===== src/rtl/scu_pkg.sv =====
`timescale 1ns/1ps
package scu_pkg;
  localparam int unsigned DATA_W = 32;

  localparam logic [7:0] OFF_CTRL   = 8'h00;
  localparam logic [7:0] OFF_CFG    = 8'h04;
  localparam logic [7:0] OFF_PWR    = 8'h08;
  localparam logic [7:0] OFF_INVAL  = 8'h0C;
  localparam logic [7:0] OFF_FLT_LO = 8'h40;
  localparam logic [7:0] OFF_FLT_HI = 8'h44;

  typedef enum logic [2:0] {
    RG_CTRL,
    RG_CFG,
    RG_PWR,
    RG_RAZ,
    RG_UNIMP
  } region_e;

  typedef struct packed {
    region_e    region;
    logic [1:0] lane;
  } dec_t;
endpackage


===== src/rtl/scu_addr_decode.sv =====
`timescale 1ns/1ps
module scu_addr_decode
  import scu_pkg::*;
#(
  parameter int unsigned ADDR_W = 8
) (
  input  logic [ADDR_W-1:0] addr_i,
  output dec_t              dec_o
);
  localparam logic [ADDR_W-1:0] A_CTRL   = ADDR_W'(OFF_CTRL);
  localparam logic [ADDR_W-1:0] A_CFG    = ADDR_W'(OFF_CFG);
  localparam logic [ADDR_W-1:0] A_PWR    = ADDR_W'(OFF_PWR);
  localparam logic [ADDR_W-1:0] A_INVAL  = ADDR_W'(OFF_INVAL);
  localparam logic [ADDR_W-1:0] A_FLT_LO = ADDR_W'(OFF_FLT_LO);
  localparam logic [ADDR_W-1:0] A_FLT_HI = ADDR_W'(OFF_FLT_HI);

  always_comb begin
    dec_o.lane = addr_i[1:0];
    if (addr_i == A_CTRL)
      dec_o.region = RG_CTRL;
    else if (addr_i == A_CFG)
      dec_o.region = RG_CFG;
    else if (addr_i[ADDR_W-1:2] == A_PWR[ADDR_W-1:2])
      dec_o.region = RG_PWR;  // any byte of the power word
    else if (addr_i == A_INVAL || addr_i == A_FLT_LO || addr_i == A_FLT_HI)
      dec_o.region = RG_RAZ;
    else
      dec_o.region = RG_UNIMP;
  end
endmodule


===== src/rtl/scu_lane_writer.sv =====
`timescale 1ns/1ps
module scu_lane_writer
  import scu_pkg::*;
(
  input  logic [2:0]        size_i,
  input  logic [1:0]        lane_i,
  input  logic [DATA_W-1:0] wdata_i,
  output logic              size_ok_o,
  output logic [DATA_W-1:0] mask_o,
  output logic [DATA_W-1:0] data_o
);
  logic [DATA_W-1:0] base;
  logic [4:0]        shamt;

  always_comb begin
    size_ok_o = 1'b1;
    unique case (size_i)
      3'd1:    base = DATA_W'(32'h0000_00FF);
      3'd2:    base = DATA_W'(32'h0000_FFFF);
      3'd4:    base = '1;
      default: begin
        base      = '0;
        size_ok_o = 1'b0;
      end
    endcase
    shamt  = {lane_i, 3'b000};
    // bits pushed past the MSB fall off
    mask_o = base << shamt;
    data_o = (wdata_i & base) << shamt;
  end
endmodule


===== src/rtl/scu_pwr_word.sv =====
`timescale 1ns/1ps
module scu_pwr_word
  import scu_pkg::*;
(
  input  logic              clk_i,
  input  logic              rst_ni,
  input  logic              we_i,
  input  logic [DATA_W-1:0] mask_i,
  input  logic [DATA_W-1:0] data_i,
  output logic [DATA_W-1:0] q_o
);
  always_ff @(posedge clk_i or negedge rst_ni) begin
    if (!rst_ni)
      q_o <= '0;
    else if (we_i)
      q_o <= (q_o & ~mask_i) | (data_i & mask_i);
  end
endmodule


===== src/rtl/scu_regbank.sv =====
`timescale 1ns/1ps
module scu_regbank
  import scu_pkg::*;
#(
  parameter int unsigned ADDR_W    = 8,
  parameter int unsigned NUM_CORES = 4
) (
  input  logic              clk_i,
  input  logic              rst_ni,
  input  logic [ADDR_W-1:0] addr_i,
  input  logic              wr_en_i,
  input  logic              rd_en_i,
  input  logic [2:0]        size_i,
  input  logic [31:0]       wdata_i,
  output logic [31:0]       rdata_o,
  output logic              unimp_o
);
  localparam int unsigned CNT_W = 2;
  localparam int unsigned MAP_LSB = 4;

  dec_t              dec;
  logic              size_ok;
  logic [DATA_W-1:0] lane_mask, lane_data;
  logic [DATA_W-1:0] pwr_q;
  logic              ctrl_q;
  logic [DATA_W-1:0] cfg_word;
  logic [DATA_W-1:0] rd_mux;
  logic              wr_ok;

  scu_addr_decode #(.ADDR_W(ADDR_W)) u_dec (
    .addr_i (addr_i),
    .dec_o  (dec)
  );

  scu_lane_writer u_lane (
    .size_i    (size_i),
    .lane_i    (dec.lane),
    .wdata_i   (wdata_i),
    .size_ok_o (size_ok),
    .mask_o    (lane_mask),
    .data_o    (lane_data)
  );

  assign wr_ok = wr_en_i & size_ok;

  scu_pwr_word u_pwr (
    .clk_i  (clk_i),
    .rst_ni (rst_ni),
    .we_i   (wr_ok && dec.region == RG_PWR),
    .mask_i (lane_mask),
    .data_i (lane_data),
    .q_o    (pwr_q)
  );

  always_ff @(posedge clk_i or negedge rst_ni) begin
    if (!rst_ni)
      ctrl_q <= 1'b0;
    else if (wr_ok && dec.region == RG_CTRL)
      ctrl_q <= wdata_i[0];
  end

  // configuration word: core-present map plus count-1
  for (genvar b = 0; b < DATA_W; b++) begin : g_cfg
    if (b >= MAP_LSB && b < MAP_LSB + NUM_CORES) begin : g_map
      assign cfg_word[b] = 1'b1;
    end else if (b < CNT_W) begin : g_cnt
      assign cfg_word[b] = CNT_W'(NUM_CORES - 1) >> b & 1'b1;
    end else begin : g_zero
      assign cfg_word[b] = 1'b0;
    end
  end

  always_comb begin
    unique case (dec.region)
      RG_CTRL: rd_mux = {{(DATA_W-1){1'b0}}, ctrl_q};
      RG_CFG:  rd_mux = cfg_word;
      RG_PWR:  rd_mux = pwr_q >> {dec.lane, 3'b000};
      default: rd_mux = '0;
    endcase
  end

  always_ff @(posedge clk_i or negedge rst_ni) begin
    if (!rst_ni) begin
      rdata_o <= '0;
      unimp_o <= 1'b0;
    end else begin
      rdata_o <= rd_en_i ? rd_mux : '0;
      unimp_o <= (rd_en_i | wr_en_i) && dec.region == RG_UNIMP;
    end
  end
endmodule


===== config.mk =====
export PLATFORM = sky130hd
export DESIGN_NAME = scu_regbank
export DESIGN_NICKNAME = d
export VERILOG_FILES = /design/src/rtl/scu_pkg.sv /design/src/rtl/scu_addr_decode.sv /design/src/rtl/scu_lane_writer.sv /design/src/rtl/scu_pwr_word.sv /design/src/rtl/scu_regbank.sv
export SDC_FILE = /design/constraint.sdc
export NUM_CORES = 1
export LEC_CHECK = 0
export CAP_MARGIN = 20
export CORE_MARGIN = 5
export CORE_UTILIZATION = 55
export CTS_BUF_LIST = sky130_fd_sc_hd__clkbuf_4
export CTS_CLUSTER_DIAMETER = 200
export DETAILED_ROUTE_END_ITERATION = 8
export GPL_ROUTABILITY_DRIVEN = 0
export GPL_TIMING_DRIVEN = 1
export HOLD_SLACK_MARGIN = 0.05
export PLACE_DENSITY = 0.86
export SETUP_SLACK_MARGIN = 0.2
export SLEW_MARGIN = 20
export SYNTH_ARGS = -nofsm -noshare
export SYNTH_HDL_FRONTEND = slang
export SYNTH_SLANG_ARGS = --single-unit

===== constraint.sdc =====
create_clock -name clk_i -period 2.8 [get_ports clk_i]
set_input_delay 0.56 -clock clk_i [delete_from_list [all_inputs] [get_ports clk_i]]
set_output_delay 0.56 -clock clk_i [all_outputs]
set_load 0.01 [all_outputs]

# --- Word-level counts from Yosys, hierarchy flattened ---
# Cells that the tools add are included.
totals:
  register_bits: 66
  input_bits: 47
  out_inout_bits: 33
  elab_cells: 41
op_classes:
  eq_ne: 11
  shift: 3
  muxes: 8
  n_bitwise: 7
  reduce_logical: 8
op_table:
  columns: ["op", "n"]
  rows:
  - ["one-hot mux 32 bit (3 select lines)", 2]
  - ["bitwise AND 32 bit", 3]
  - ["left shift 32 x 5 -> 32 bit", 2]
  - ["two-way mux 32 bit", 1]
  - ["inverter 32 bit", 1]
  - ["bitwise OR 32 bit", 1]
  - ["right shift 32 x 5 -> 32 bit", 1]
  - ["== test 8 x 7 -> 1 bit, second input constant", 2]
  - ["two-way mux 3 bit", 4]
  - ["== test 8 x 3 -> 1 bit, second input constant", 1]
  - ["== test 8 x 4 -> 1 bit, second input constant", 1]
  - ["zero test 8 bit", 1]
  - ["== test 3 x 1 -> 1 bit, second input constant", 2]
  - ["== test 3 x 2 -> 1 bit, second input constant", 2]
  - ["== test 3 bit, second input constant", 2]
  - ["== test 6 x 2 -> 1 bit, second input constant", 1]
  - ["logical AND 1 bit", 3]
  - ["zero test 3 bit", 1]
  - ["OR reduction 3 bit", 1]
  - ["logical OR 1 bit", 2]
  - ["bitwise AND 1 bit", 1]
  - ["two-way mux 1 bit", 1]
  - ["bitwise OR 1 bit", 1]

# --- Longest topological paths before layout ---
depth:
  word_depth: 10
  ltp_mapped: 7
  ltp_nobuf: 4

# --- By module ---
# Synthesis repeated with hierarchy kept, for this count alone.
unflattened:
  hier_cells: 409
  hier_area_um2: 4252.8
modules_own_cells:
  columns: ["mod", "n_inst", "cells_per_inst", "area_each_um2", "seq_area_each_um2"]
  rows:
  - ["scu_regbank", 1, 137, 1559.0, 850.8]
  - ["scu_pwr_word", 1, 99, 1427.6, 800.8]
  - ["scu_lane_writer", 1, 162, 1183.6, 0.0]
  - ["scu_addr_decode", 1, 11, 82.6, 0.0]

# --- Worst setup path after synthesis ---
# No wires, ideal clock.
synth_timing:
  kind: "input -> register"
  from: "input size_i[1]"
  to: "register with a tool-made name"
  setup_ps: 125
  arrival_ps: 1994
  required_time_ps: 2675
  slack_ps: 681
  path_stages: 5
  path_buffers: 1
  path_cell_list: "buf_6 -> nor3b_4 -> a22oi_2 -> nor4_4 -> mux2_2"
synth_lines:
  columns: ["element", "line_no", "text"]
  rows:
  - ["from (decl)", "scu_regbank.sv:13", "input logic [2:0] size_i,"]

==> results.py <==
metrics = {
    "global_route": {
        "use_met2_pct": 36.04,
        "grtUsageTotal_pct": 22.82,
        "overflow": 0,
        "antenna_found_initial": 0,
        "use_met1_pct": 31.64,
        "grt_pass1_vias": 3004,
        "grt_use_met3_pct": 3.833,
        "grt_max_degree": 28,
        "grt_first_pass_wirelength_mm": 15.21,
        "busiest_layer": "met2",
    },
    "setup_path": {
        "start_kind": "primary input",
        "required_ns": 3.14,
        "path_cells": "clkdlybuf4s50_1 > nor3b_1 > a32o_1 > a32o_1 > mux2_2",
        "path_common_cell": "a32o_1",
        "critPathKind": "in2reg",
        "slowest_stage": "nor3b_1",
        "cp_max_fo": 11,
        "endpoint_kind": "flip-flop",
        "worst-r2r-setup-slack_ns": 1.71,
        "slowest_delay_ns": 0.92,
        "critPathArrivalTime_ns": 2.72,
    },
    "route": {
        "drc": 0,
        "avgRoutedWirePerCell_um": 18.45,
        "routed_wl_mm": 9.149,
        "antenna_left": 0,
        "vias_per_cell": 6.099,
        "vias": 3025,
        "drt_iter0_markers": 340,
        "dr.pass1.iters": 6,
    },
    "logic_synthesis": {
        "synth_flop_cell": "dfrtp_1",
        "synth_edf_count": 0,
        "synth_cell_type_count": 51,
        "yosys_warnings": 0,
        "syn_nets": 372,
        "synth_area_um2": 3547,
        "synthCells": 325,
        "synth.avg_cell_area_um2": 10.91,
        "yosysSeqAreaShare_pct": 46.56,
        "synth-seq-cells": 66,
        "async_flop_share_pct": 100.0,
    },
    "clocking": {
        "cts_made_buffers": 9,
        "clock_tree.root_cell": "clkbuf_4",
        "cts.clk_slew.worst_paths_ns": 0.11,
        "clock-sinks": 66,
        "postCtsSetupRepairBufs": 0,
        "clockBufferDepth": 2,
        "cts_tree": "yes",
        "insertion_delay_ns": 0.40,
        "post_cts_resized": 0,
        "htreeDepth": 3,
        "ctsHoldBuffers": 0,
    },
    "final_layout": {
        "area.growth.synth_to_final_pct": 29.59,
        "regArea_um2": 1652,
        "final_cells": 496,
        "n_antenna_cell": 0,
        "layout_commonest_cell": "clkdlybuf4s50_1",
        "fill_cells": 456,
        "multi_input_area_um2": 1743,
        "layout_common_cells": "77 x clkdlybuf4s50_1, 66 x dfrtp_1, 29 x mux2i_1",
        "drive_above_1_share_pct": 17.42,
        "nets": 463,
    },
    "timing": {
        "max_freq_mhz": 420.9,
        "worst_slew_pin_slew_ns": 1.081,
        "rsz0062_at_grt": "false",
        "slew_violations": 0,
        "finClkSkew_ns": 0.01293,
        "fin_crit_sh_pct": 84.84,
        "fin_crit_ns": 2.376,
        "hold_viol": 0,
        "slew_headroom_pct": 27.75,
        "setup_violations": 0,
    },
    "pwr": {
        "internal_power_w": 0.001366,
        "p_comb_share_pct": 16.7,
        "power.switching_w": 0.0004988,
        "power_w": 0.001865,
        "switching_share_pct": 26.75,
        "peakVddDrop_mv": 0.2406,
        "p_leak_nw": 2.007,
        "power_density_nw_per_um2": 405.6,
        "seqPwrFrac_pct": 52.3,
        "power.share.clock_pct": 31.0,
    },
    "run": {
        "cap_violations": 0,
    },
    "floorplanning": {
        "fp.coreArea_um2": 6314,
        "die_w_um": 90.31,
        "start_util_pct": 56.18,
        "io_pins": 80,
        "die_h_um": 90.31,
        "die_area_um2": 8155,
        "row_count": 29,
    },
    "hold_path": {
        "hp-class": "in2async",
    },
    "placed_design": {
        "dp_hpwl_mm": 6.935,
        "placedCellCount": 482,
        "port_buffers": 79,
    },
    "status": {
        "status": "complete, no violations",
    },
}
[cell type report]
cell class                      instances  share of cell area [%]
Tap cell                               77                   2.096
Inverter                               16                   1.306
Timing Repair Buffer                   99                   20.25
Clock inverter                          5                   1.034
Multi-Input combinational cell        224                   37.92
Sequential cell                        66                   35.93
Clock buffer                            9                   1.470
[cell families (layout without fill, tap and decap cells)]
logic type / Yosys count / after routing / share of synthesized area (%)
flip-flops: 66 / 66 / 46.56
buffers and inverters: 35 / 129 / 4.515
AO/OA/AOI/OAI: 69 / 69 / 16.93
AND/OR/NAND/NOR: 98 / 98 / 15.13
multiplexers: 54 / 54 / 16.12
XOR/XNOR: 3 / 3 / 0.7409
[worst max-delay path: cells and delay by family]
family	cells	cell delay [ns]
mux	1	0.15
buf+inv	1	0.70
compound gates	2	0.39
simple gates	1	0.92
[power groups by stage]
stage / combinational (W) / sequential, W / clock [W]
3_3_place_gp: 0.000298 / 0.000993 / 0
6_report: 0.000311 / 0.000975 / 0.000578
5_1_grt: 0.000337 / 0.000977 / 0.000624
2_1_floorplan: 0.000158 / 0.000991 / 0
4_1_cts: 0.000307 / 0.000974 / 0.000583
3_5_place_dp: 0.000305 / 0.000993 / 0
[path summary, 6_finish.rpt]
check | end | start | depth (start not counted)
setup / recovery | flip-flop | size_i[2] | 5
hold / removal | async pin | rst_ni | 1
setup reg to reg | rdata_o[4] | flip-flop | 4
hold reg to reg | ctrl_q | ctrl_q | 1
max in group asynchronous | async pin | rst_ni | 2
min in group clk_i | ctrl_q | ctrl_q | 1
[per-layer routing]
metal / up-vias / share of wire [%] / routed length [um]
met2: 171 / 47 / 4269
met3: 22 / 9.1 / 836
met1: 1443 / 42 / 3831
met5: - / 0 / 0
met4: 0 / 2.3 / 211
li1: 1389 / - / -
[metrics by stage]
step | hold WS, ns | setup slack, ns | setup TNS [ns] | utilization, % | cell area (um2)
final | 0.09184 | 0.4244 | 0 | 72.81 | 4597
after global routing | 0.1172 | 0.3354 | 0 | 72.81 | 4597
after CTS | 0.1057 | 0.3116 | 0 | 72.69 | 4589
after detailed placement | 0.4830 | -0.1168 | -0.7304 | 70.87 | 4474
after global placement | 0.4741 | -0.002887 | -0.002971 | 70.87 | 4474
after floorplan | 0.2644 | 0.6814 | 0 | - | 3547
[Yosys cell counts (2+ instances only)]
| cell | n | area (um2) |
|---|---|---|
| a221o_1 | 3 | 30.03 |
| mux2i_1 | 29 | 290.3 |
| and3_1 | 7 | 43.79 |
| mux2_2 | 24 | 270.3 |
| a21oi_1 | 9 | 45.04 |
| inv_1 | 15 | 56.30 |
| o211ai_1 | 6 | 45.04 |
| o21ai_0 | 2 | 10.01 |
| nor4_2 | 2 | 25.02 |
| a21boi_0 | 6 | 45.04 |
| a32o_1 | 24 | 240.2 |
| nor3_1 | 6 | 30.03 |
| nor3_2 | 2 | 20.02 |
| o211a_1 | 2 | 20.02 |
| dfrtp_1 | 66 | 1652 |
| buf_1 | 3 | 11.26 |
| nor4_4 | 2 | 42.54 |
| a22o_1 | 3 | 26.28 |
| a211oi_1 | 2 | 15.01 |
| nand2b_1 | 3 | 18.77 |
| a222oi_1 | 5 | 50.05 |
| nor2b_1 | 5 | 31.28 |
| xor2_1 | 2 | 17.52 |
| nand2_1 | 26 | 97.59 |
| nor2_1 | 28 | 105.1 |
| clkbuf_1 | 5 | 18.77 |
| buf_2 | 8 | 40.04 |
| buf_6 | 2 | 22.52 |
| nand3_1 | 6 | 30.03 |
Power figures use the tool's default switching activity.
